**config.mk**
```make
export PLATFORM = sky130hd
export DESIGN_NAME = insn_unpack
export DESIGN_NICKNAME = d
export VERILOG_FILES = /design/src/rtl/insn_unpack_pkg.sv /design/src/rtl/insn_addr_map.sv /design/src/rtl/insn_beat_ctrl.sv /design/src/rtl/insn_shift_asm.sv /design/src/rtl/insn_data_offset.sv /design/src/rtl/insn_unpack.sv
export SDC_FILE = /design/constraint.sdc
export NUM_CORES = 1
export LEC_CHECK = 0
export ABC_AREA = 1
export BUFFER_PORTS_ARGS = -buffer_cell sky130_fd_sc_hd__buf_2
export CAP_MARGIN = 15
export CORE_UTILIZATION = 60
export CTS_BUF_LIST = sky130_fd_sc_hd__clkbuf_4
export DETAILED_ROUTE_END_ITERATION = 16
export GPL_ROUTABILITY_DRIVEN = 0
export PLACE_DENSITY = 0.86
export SETUP_SLACK_MARGIN = 0.3
export SYNTH_ARGS = -nofsm -noshare
export SYNTH_HDL_FRONTEND = slang
export SYNTH_SLANG_ARGS = --single-unit
```
**constraint.sdc**
```tcl
create_clock -name clk -period 9.2 [get_ports clk]
set_input_delay 0.92 -clock clk [delete_from_list [all_inputs] [get_ports clk]]
set_output_delay 0.92 -clock clk [all_outputs]
set_load 0.01 [all_outputs]
```
**src/rtl/insn_unpack_pkg.sv**
```systemverilog
// Shared constants and types for the packed instruction fetch unpacker.
// Assumes the instruction width is a whole multiple of the beat width.
package insn_unpack_pkg;
    localparam int INSTR_W = 48;
    localparam int BEAT_W  = 16;
    localparam int BEATS   = INSTR_W / BEAT_W;

    typedef enum logic [1:0] {
        ST_IDLE,
        ST_ISSUE,
        ST_WAIT,
        ST_DONE
    } fetch_state_e;
endpackage

```
**src/rtl/insn_addr_map.sv**
```systemverilog
// Maps an instruction index onto the three-words-per-pair packing.
// Produces the halfword address of the first beat and a bank-limit flag.
// Assumes IDX_W is smaller than ADDR_W, so the arithmetic cannot wrap.
module insn_addr_map #(
    parameter int          ADDR_W    = 32,
    parameter int          IDX_W     = 24,
    parameter int unsigned BANK_BASE = 32'h0020_0000,
    parameter int unsigned BANK_END  = 32'h0100_0000
) (
    input  logic [IDX_W-1:0]  index,
    output logic [ADDR_W:0]   hw_start,
    output logic              in_bank
);
    localparam int EXT_W = ADDR_W + 2;
    localparam int HW_W  = ADDR_W + 1;

    logic [EXT_W-1:0] pair_idx;
    logic [EXT_W-1:0] pair_off;
    logic [EXT_W-1:0] word0;
    logic [EXT_W-1:0] last_word;

    // Pair word, last touched word and first halfword for this index.
    always_comb begin
        pair_idx  = EXT_W'(index >> 1);
        pair_off  = (pair_idx << 1) + pair_idx;
        word0     = EXT_W'(BANK_BASE) + pair_off;
        last_word = word0 + (index[0] ? EXT_W'(2) : EXT_W'(1));
        in_bank   = last_word < EXT_W'(BANK_END);
        hw_start  = {ADDR_W'(word0), 1'b0} + (index[0] ? HW_W'(3) : HW_W'(0));
    end
endmodule

```
**src/rtl/insn_beat_ctrl.sv**
```systemverilog
// Sequences one fetch: accepts an index, issues three single beats in
// ascending halfword order, waits for each response, then holds the
// result until the consumer takes it. Rejects out-of-bank requests.
// Assumes the memory answers each request with exactly one rvalid pulse.
module insn_beat_ctrl
    import insn_unpack_pkg::*;
#(
    parameter int ADDR_W = 32
) (
    input  logic              clk,
    input  logic              rst_n,
    input  logic              req_valid,
    output logic              req_ready,
    input  logic              in_bank,
    input  logic [ADDR_W:0]   hw_start,
    output logic              mem_req,
    output logic [ADDR_W-1:0] mem_addr,
    output logic              mem_hi,
    input  logic              mem_rvalid,
    output logic              beat_take,
    output logic              asm_clear,
    output logic              out_valid,
    input  logic              out_ready,
    output logic              fetch_err
);
    localparam int CNT_W = $clog2(BEATS);
    localparam logic [CNT_W-1:0] LAST_BEAT = CNT_W'(BEATS - 1);

    fetch_state_e     state_q;
    logic [ADDR_W:0]  hw_q;
    logic [CNT_W-1:0] cnt_q;
    logic             err_q;

    // State, halfword pointer, beat counter and error pulse.
    always_ff @(posedge clk) begin
        if (!rst_n) begin
            state_q <= ST_IDLE;
            hw_q    <= '0;
            cnt_q   <= '0;
            err_q   <= 1'b0;
        end else begin
            err_q <= 1'b0;
            case (state_q)
                ST_IDLE: begin
                    if (req_valid) begin
                        if (in_bank) begin
                            hw_q    <= hw_start;
                            cnt_q   <= '0;
                            state_q <= ST_ISSUE;
                        end else begin
                            err_q <= 1'b1;
                        end
                    end
                end
                ST_ISSUE: state_q <= ST_WAIT;
                ST_WAIT: begin
                    if (mem_rvalid) begin
                        if (cnt_q == LAST_BEAT) begin
                            state_q <= ST_DONE;
                        end else begin
                            cnt_q   <= cnt_q + 1'b1;
                            hw_q    <= hw_q + 1'b1;
                            state_q <= ST_ISSUE;
                        end
                    end
                end
                ST_DONE: begin
                    if (out_ready) state_q <= ST_IDLE;
                end
                default: state_q <= ST_IDLE;
            endcase
        end
    end

    // Handshake and memory-side outputs decoded from the state.
    always_comb begin
        req_ready = (state_q == ST_IDLE);
        mem_req   = (state_q == ST_ISSUE);
        mem_addr  = hw_q[ADDR_W:1];
        mem_hi    = hw_q[0];
        beat_take = (state_q == ST_WAIT) && mem_rvalid;
        asm_clear = (state_q == ST_IDLE) && req_valid && in_bank;
        out_valid = (state_q == ST_DONE);
        fetch_err = err_q;
    end
endmodule

```
**src/rtl/insn_shift_asm.sv**
```systemverilog
// Builds the instruction from beats: each new beat enters at the top and
// earlier beats move down, so the first beat ends in the lowest slice.
// Assumes exactly WIDTH/BEAT_W beats are taken between clears.
module insn_shift_asm #(
    parameter int WIDTH  = 48,
    parameter int BEAT_W = 16
) (
    input  logic              clk,
    input  logic              rst_n,
    input  logic              clear,
    input  logic              take,
    input  logic [BEAT_W-1:0] din,
    output logic [WIDTH-1:0]  word
);
    // Clear on a new fetch, shift in one beat per response.
    always_ff @(posedge clk) begin
        if (!rst_n || clear) begin
            word <= '0;
        end else if (take) begin
            word <= {din, word[WIDTH-1:BEAT_W]};
        end
    end
endmodule

```
**src/rtl/insn_data_offset.sv**
```systemverilog
// Returns the first word after N packed instructions at the bank base:
// base + ceil(3N/2). Purely combinational.
module insn_data_offset #(
    parameter int          ADDR_W    = 32,
    parameter int          IDX_W     = 24,
    parameter int unsigned BANK_BASE = 32'h0020_0000
) (
    input  logic [IDX_W:0]    blk_count,
    output logic [ADDR_W-1:0] data_start
);
    localparam int EXT_W = ADDR_W + 2;

    logic [EXT_W-1:0] n_ext;
    logic [EXT_W-1:0] span3;
    logic [EXT_W-1:0] sum;

    // Three halves per instruction, rounded up to a whole word.
    always_comb begin
        n_ext      = EXT_W'(blk_count);
        span3      = (n_ext << 1) + n_ext;
        sum        = EXT_W'(BANK_BASE) + ((span3 + EXT_W'(1)) >> 1);
        data_start = ADDR_W'(sum);
    end
endmodule

```
**src/rtl/insn_unpack.sv**
```systemverilog
// Top of the packed instruction fetch unpacker: index mapping, beat
// sequencing, beat assembly and the data offset path.
// Assumes a single-port read memory answering each beat with one rvalid.
module insn_unpack
    import insn_unpack_pkg::*;
#(
    parameter int          ADDR_W    = 32,
    parameter int          IDX_W     = 24,
    parameter int unsigned BANK_BASE = 32'h0020_0000,
    parameter int unsigned BANK_END  = 32'h0100_0000
) (
    input  logic               clk,
    input  logic               rst_n,
    input  logic               req_valid,
    output logic               req_ready,
    input  logic [IDX_W-1:0]   req_index,
    output logic               mem_req,
    output logic [ADDR_W-1:0]  mem_addr,
    output logic               mem_hi,
    input  logic               mem_rvalid,
    input  logic [BEAT_W-1:0]  mem_rdata,
    output logic               out_valid,
    input  logic               out_ready,
    output logic [INSTR_W-1:0] out_instr,
    output logic               fetch_err,
    input  logic [IDX_W:0]     blk_count,
    output logic [ADDR_W-1:0]  data_start
);
    logic [ADDR_W:0] hw_start;
    logic            in_bank;
    logic            beat_take;
    logic            asm_clear;

    insn_addr_map #(
        .ADDR_W(ADDR_W), .IDX_W(IDX_W),
        .BANK_BASE(BANK_BASE), .BANK_END(BANK_END)
    ) u_map (
        .index(req_index), .hw_start(hw_start), .in_bank(in_bank)
    );

    insn_beat_ctrl #(.ADDR_W(ADDR_W)) u_ctrl (
        .clk(clk), .rst_n(rst_n),
        .req_valid(req_valid), .req_ready(req_ready),
        .in_bank(in_bank), .hw_start(hw_start),
        .mem_req(mem_req), .mem_addr(mem_addr), .mem_hi(mem_hi),
        .mem_rvalid(mem_rvalid),
        .beat_take(beat_take), .asm_clear(asm_clear),
        .out_valid(out_valid), .out_ready(out_ready),
        .fetch_err(fetch_err)
    );

    insn_shift_asm #(.WIDTH(INSTR_W), .BEAT_W(BEAT_W)) u_asm (
        .clk(clk), .rst_n(rst_n),
        .clear(asm_clear), .take(beat_take),
        .din(mem_rdata), .word(out_instr)
    );

    insn_data_offset #(
        .ADDR_W(ADDR_W), .IDX_W(IDX_W), .BANK_BASE(BANK_BASE)
    ) u_off (
        .blk_count(blk_count), .data_start(data_start)
    );
endmodule

```
==> results.md, run 1 <==
- Area taken by multi-input logic gates: 0.00557 sq mm
- Reg2reg setup slack: 6.07 ns
- Total grt overflow: 0
- RSZ-0062 raised after global routing: no
- Fmax: 0.210 GHz
- Post-synthesis register bit count: 86
- Worst-Skew Late Latency: 0.46 ns
- Final ANT Viol Nets: 0
- Post-CTS resize count: 0
- Drt pass-1 iters: 5
- Clock Path Buffers: 2
- Tot GR Track Use: 29.4%
- WL final: 21500 um
- Core Rows: 42
- Final worst slack: 4.43 ns
- Hold/Removal Path Class: reg2reg
- Mapped Avg Cell Area: 5.88 sq um
- CP max-delay cell: nand2_2
- Syn-to-layout area delta: 14.0%
- Critical path, cell by cell: buf_2 > ha_1 > inv_1 > fa_1 > inv_1 > nand3_1 > nand3_1 > nand3_1 > nand4_1 > nand2_2 > ha_1 > inv_1 > nand3_1 > nand2_1 > nor2_1 > nand4_1 > nor2_1 > nor2_1 > nand2_2 > nand2_2 > nand2_1 > nor2_1 > nor2_1
- Vias per cell: 5.37
- Fraction of layout cells with a size suffix above 1: 15.0%
- Clock transition at path regs: 0.14 ns
- Hold endpoint: u_asm.word[1]$_SDFFE_PP0P_
- First-pass GRT wire length: 34300 um
- Total die area: 0.0140 sq mm
- Core Area: 0.0132 sq mm
- Worst path max stage delay: 0.69 ns
- Least-Margin Pin Slew: 0.940 ns
- Mapped Area: 0.00813 sq mm
- Post CTS Setup Buffer Count: 0
- Critical Path AT: 5.13 ns
- Number of I/O pins: 187
- Ant diodes: 0
- Sum Neg Setup Slack: 0 ns
- Setup crit start kind: input pin
- Sw Ratio: 48.4%
- CTS Sinks: 86
- CTS tree: yes
- Sequential cell area fraction in the yosys report: 21.2%
- Total power draw: 1.78 mW
- Max-Cap Viols: 0
- Final setup fails: 0
- Seq pwr share: 30.9%
- Fillers: 1201
- Pleak: 4.87 nW
- Syn Inst Count: 1384
- CTS H-tree depth: 3
- PwrDens: 192 mW/mm^2
- WL/cell: 12.5 um
- R2r startpoint: u_ctrl.hw_q[0]$_SDFFE_PN0P_
- Seq. cell area: 0.00172 sq mm
- CTS buffer count: 9
- Fin crit share: 51.9%
- Critical Path RT: 9.56 ns
- Largest net degree at the start of global routing: 81
- P_sw: 0.859 mW
- Peak supply drop: 139 uV
- FF-to-FF End: u_ctrl.hw_q[32]$_SDFFE_PN0P_
- Ys Warns: 0
- Highest fanout seen on the critical path: 52
- Internal power: 0.917 mW
- Hold_buf cts: 0
- Pre-CTS WS: 4.15 ns
- Async set-reset flop share out of synthesis: 0%
- Iter 0 DRT Violations: 733
- Worst slew margin: 37.1%
- Worst Clk Skew: 0.0176 ns
- Yosys cell types: 45
- Nets: 1671
- Status: finished, final reports clean
- Vias in the first global route: 7760
- Chip Height: 118 um
- Most frequent CP cell: nor2_1
- CTS root buffer: clkbuf_4
- Final min period: 4.77 ns
- Hold Crit Depth: 2
- Initial antenna violation count: 0
- Final hold viol count: 0
- Die X: 118 um
- Via count: 9229
- Min-Delay Startpoint: u_asm.word[1]$_SDFFE_PP0P_
- Kind of critical path: in2reg
- Pins Over Slew Limit: 0
- Worst R2R Path Depth: 14
- Dominant synthesized flop cell: dfxtp_1
- Post-synth EDFFs: 0
- Setup crit end kind: flip-flop
- DRC: 0
- Clock share of power: 14.1%
- Initial Util: 61.4%
- DP Wirelength: 16700 um
- Gate power share: 55.0%
- # port buffers: 181
==> metrics by stage <==
step	cell area [sq um]	std cells	hold slack, ns	util, %
after floorplan	8150	1388	0.452	-
after global placement	9110	1705	0.447	68.8
after detailed placement	9110	1705	0.452	68.8
after CTS	9270	1720	0.472	70.0
after global routing	9270	1720	0.500	70.0
final	9270	1720	0.468	70.0
==> how the worst max path moves through the flow <==
stage / from / to / slack [ns]
after global placement: req_index[1] / u_ctrl.hw_q[1]$_SDFFE_PN0P_ / 4.28
final: req_index[1] / u_ctrl.hw_q[1]$_SDFFE_PN0P_ / 4.43
after detailed placement: req_index[1] / u_ctrl.hw_q[21]$_SDFFE_PN0P_ / 4.15
after floorplan: blk_count[3] / data_start[26] / 5.27
after CTS: req_index[1] / u_ctrl.hw_q[1]$_SDFFE_PN0P_ / 4.55
after global routing: req_index[1] / u_ctrl.hw_q[1]$_SDFFE_PN0P_ / 4.10
==> cell usage in the layout (no fill, tap or decap), types with 3 or more instances in the layout <==
master,Yosys,final
xnor2_1,24,24
nand3_1,109,109
nand3b_1,9,9
xor2_1,28,28
or2_2,5,5
nor2_2,5,6
nand2_2,5,6
inv_6,0,3
buf_4,7,5
nor3_1,22,22
buf_2,9,181
nand2_1,380,379
o21bai_1,3,3
ha_1,59,59
inv_2,9,9
a21oi_1,109,109
nor3b_1,4,4
dfxtp_1,86,86
inv_1,165,165
nor4_1,9,9
o21a_1,4,4
nand4_1,28,28
clkbuf_4,0,9
conb_1,1,5
and2_1,4,4
o21ai_0,62,62
nor2_1,186,185
==> synthesized netlist by cell type (3+ instances only) <==
master	count	share of area, %
buf_4	7	0.65
nand2_1	380	18
nor4_1	9	0.69
ha_1	59	9.1
nor2_2	5	0.38
o21a_1	4	0.37
clkbuf_1	25	1.2
a21oi_1	109	6.7
inv_2	9	0.42
and2_1	4	0.31
nand2_2	5	0.38
buf_2	9	0.55
dfxtp_1	86	21
o21bai_1	3	0.28
xor2_1	28	3.0
nor3b_1	4	0.37
nor3_1	22	1.4
nand4_1	28	2.2
nand3b_1	9	0.83
nor2_1	186	8.6
nand3_1	109	6.7
inv_1	165	7.6
or2_2	5	0.38
xnor2_1	24	2.6
o21ai_0	62	3.8
==> area by class of cell <==
class                   count  share of cell area, %
well taps                 176                   2.37
clock buffers               9                  0.729
flip-flops and latches     86                   18.6
clock inverters             6                   1.01
multi-input cells        1082                   60.1
repair buffers            186                   10.2
inverters                 175                   7.08
==> power groups by stage <==
| stage | sequential, mW | clock [mW] | combinational, mW |
|---|---|---|---|
| after floorplan | 0.573 | 0 | 0.671 |
| after global placement | 0.552 | 0 | 0.946 |
| after detailed placement | 0.555 | 0 | 0.964 |
| after CTS | 0.546 | 0.254 | 0.970 |
| after global routing | 0.561 | 0.270 | 1.09 |
| final | 0.549 | 0.250 | 0.978 |
==> worst max-delay path, delay by kind of cell <==
family / cells / cell delay [ns]
adder cells (fa/ha/maj): 3 / 0.83
buffers and inverters: 4 / 0.35
AND/OR/NAND/NOR: 16 / 2.98
==> layer usage <==
metal | GRT usage, % | up-vias | wire [um]
li1 | - | 4761 | -
met1 | 36.0 | 4041 | 9150
met2 | 52.6 | 380 | 10200
met3 | 4.39 | 47 | 1540
met4 | 9.73 | 0 | 579
met5 | 0 | - | 0
==> cells by family (layout without fill, tap and decap cells) <==
family,after synthesis,count (layout),share of synthesized area [%]
adder cells (fa/ha/maj),61,61,9.57
XOR/XNOR,53,53,5.80
buffers and inverters,220,376,10.8
other,1,5,0.0461
AND/OR/NAND/NOR,767,767,39.8
flip-flops,86,86,21.2
AO/OA/AOI/OAI,196,196,12.8
==> sequential cells by signal, indices dropped and copies added, names as in the netlist <==
| name | flops |
|---|---|
| u_asm.word | 48 |
| u_ctrl.state_q | 2 |
| u_ctrl.cnt_q | 2 |
| u_ctrl.fetch_err | 1 |
| u_ctrl.hw_q | 33 |
(Power assumes the default switching activity.)
==> inputs of run 2 (changes only) <==
- ABC_AREA: 1 -> 0
- CORE_UTILIZATION: 60 -> 57
- PLACE_DENSITY: 0.86 -> 0.82
- clock period: 9.2 -> 4.4 ns (I/O delays scaled with it)
==> results.md, run 2 <==
- DRC: 0
- Regs by FF count: u_asm.word: 48 flops, u_ctrl.hw_q: 33 flops
- Highest fanout seen on the critical path: 5
- Final ANT Viol Nets: 0
- Syn-to-layout area delta: 15.2%
- Hold/Removal Path Class: in2reg
- Most area-hungry cell type in the Yosys netlist: dfxtp_1
- Number of I/O pins: 187
- Max-Cap Viols: 0
- Critical Path AT: 3.49 ns
- Drt pass-1 iters: 6
- Worst Clk Skew: 0.0160 ns
- Cells after DPL: 1435
- Post-synthesis register bit count: 86
- Total grt overflow: 0
- Synth area leaders: dfxtp_1 (21%), ha_1 (9.1%), nand2_1 (8.4%)
- Final min period: 3.93 ns
- Top cell type's share of synthesized area: 21.3%
- RSZ-0062 raised after global routing: no
- Dominant synthesized flop cell: dfxtp_1
- Status: finished, final reports clean
- Yosys cell types: 83
- Ys Warns: 0
- CTS Sinks: 86
- Final setup fails: 0
- Count leader, synth: nand2_1
- Ant diodes: 0
- Worst-Skew Late Latency: 0.46 ns
- Area after DPL: 0.00911 sq mm
- CTS root buffer: clkbuf_4
- Core Area: 0.0138 sq mm
- Fraction of layout cells with a size suffix above 1: 22.2%
- Fin crit share: 89.2%
- CTS tree: yes
- Least-Margin Pin Slew: 1.08 ns
- Iter 0 DRT Violations: 991
- Hold_buf cts: 0
- Nets: 1398
- Sum Neg Setup Slack: 0 ns
- Post-synth EDFFs: 0
- Sequential cell area fraction in the yosys report: 21.3%
- CTS buffer count: 9
- Pins Over Slew Limit: 0
- Peak supply drop: 147 uV
- Commonest cells after routing, fill and taps aside: nand2_1 (181), buf_2 (181), a21oi_1 (94)
- Die X: 121 um
- Critical Path RT: 3.96 ns
- Mapped Avg Cell Area: 7.24 sq um
- Mapped Area: 0.00808 sq mm
- Clock Path Buffers: 2
- Kind of critical path: in2out
- Clock transition at path regs: 0.13 ns
- Worst slew margin: 27.8%
- Setup crit start kind: input pin
- Finished Layout Cells: 1451
- Post-route cell area: 0.00931 sq mm
- PwrDens: 275 mW/mm^2
- Final hold viol count: 0
- Initial Util: 58.4%
- CTS H-tree depth: 3
- Total die area: 0.0146 sq mm
- Largest net degree at the start of global routing: 50
- Fillers: 1212
- # port buffers: 181
- Largest Register: u_asm.word
- Vias per cell: 6.11
- Most frequent cells after synthesis: nand2_1 (181), a21oi_1 (95), nor2_1 (88)
- Fmax: 0.255 GHz
- WL/cell: 15.7 um
- Tot GR Track Use: 30.0%
- Syn Inst Count: 1116
- First-pass GRT wire length: 36300 um
- Chip Height: 121 um
- WL final: 22800 um
- Core Rows: 43
- Setup crit end kind: output port
- Max FFs per register: 48
- Vias in the first global route: 7747
- Initial antenna violation count: 0
- Pleak: 3.91 nW
- Via count: 8866
- Async set-reset flop share out of synthesis: 0%
- DP Wirelength: 17000 um
==> run 2: cell types whose count changed after synthesis, sizes merged, moves of 19 or more <==
cell	delta
a21o	+19
nor2	-103
nand3	-69
and3	+19
inv	-141
clkbuf	+19
nand2	-204
==> run 2: layer usage <==
| metal | wire, um | track usage, % |
|---|---|---|
| met5 | 0 | 0 |
| met4 | 584 | 10.2 |
| met1 | 9890 | 39.8 |
| met2 | 10500 | 49.6 |
| met3 | 1810 | 4.32 |
==> run 2: cell families (layout without fill, tap and decap cells) <==
logic type	count (synthesis)	count (layout)	synth area share, %
muxes	4	4	0.511
adders and majority gates	61	61	9.64
other	1	5	0.0464
buffers and inverters	99	250	5.31
and+or+nand+nor	460	460	27.3
xor gates and xnor gates	63	63	6.83
DFF	86	86	21.3
AOI/OAI and AO/OA	342	342	29.1
==> run 2: worst max-delay path: stages <==
cell and delay (ns):
buf_2 0.15, inv_1 0.08, fa_1 0.47, nor2b_1 0.16, o21a_1 0.13, o21a_1 0.10
o21ai_0 0.12, a21boi_2 0.22, o2111ai_1 0.15, and3_1 0.19, nor3_2 0.24, mux2i_1 0.26
and2_1 0.15, ha_1 0.21, xnor2_1 0.15, xnor2_1 0.14, buf_2 0.15
==> run 2: cell type report <==
cell class                 instances  area, sq um  share of cell area [%]
inverter                          33          124                    1.33
timing repair buffer             202         1080                    11.6
clock inverter                     6         71.3                   0.766
multi-input combinational        935         6020                    64.7
tap                              180          225                    2.42
sequential                        86         1720                    18.5
clock buffer                       9         67.6                   0.726
==> run 2: timing repair <==
action,in CTS,in global routing
pin swaps,0,2
setup buffers,0,1
endpoints found under the setup margin,2,15
gates resized for setup,1,9
hold endpoints to repair,0,0
==> run 2: metrics by stage <==
stage / worst slack (ns) / hold WS (ns) / total power, mW / util [%]
5_1_grt: 0.289 / 0.169 / 2.71 / 67.3
6_report: 0.474 / 0.183 / 2.56 / 67.3
4_1_cts: 0.325 / 0.167 / 2.53 / 66.9
3_3_place_gp: 0.205 / 0.439 / 2.05 / 65.9
3_5_place_dp: 0.120 / 0.445 / 2.07 / 65.9
2_1_floorplan: 0.362 / 0.447 / 1.71 / -
==> run 2: worst paths after layout <==
path / depth (start not counted) / endpoint / slack, ns / from
worst min register to register: 2 / u_asm.word[4]$_SDFFE_PP0P_ / 0.46 / u_asm.word[4]$_SDFFE_PP0P_
worst max-delay path: 17 / data_start[23] / 0.47 / blk_count[0]
worst max register to register: 11 / u_ctrl.hw_q[24]$_SDFFE_PN0P_ / 1.26 / u_ctrl.hw_q[0]$_SDFFE_PN0P_
worst min-delay path: 2 / u_ctrl.state_q[1]$_SDFFE_PN0P_ / 0.18 / out_ready
==> run 2: where the power goes <==
| part | total [mW] | internal [mW] | leakage [nW] | switching (mW) |
|---|---|---|---|---|
| Sequential | 0.893 | 0.825 | 0.698 | 0.0675 |
| Combinational | 1.19 | 0.476 | 3.14 | 0.718 |
| Clock | 0.468 | 0.175 | 0.0690 | 0.293 |
| Total | 2.56 | 1.48 | 3.91 | 1.08 |
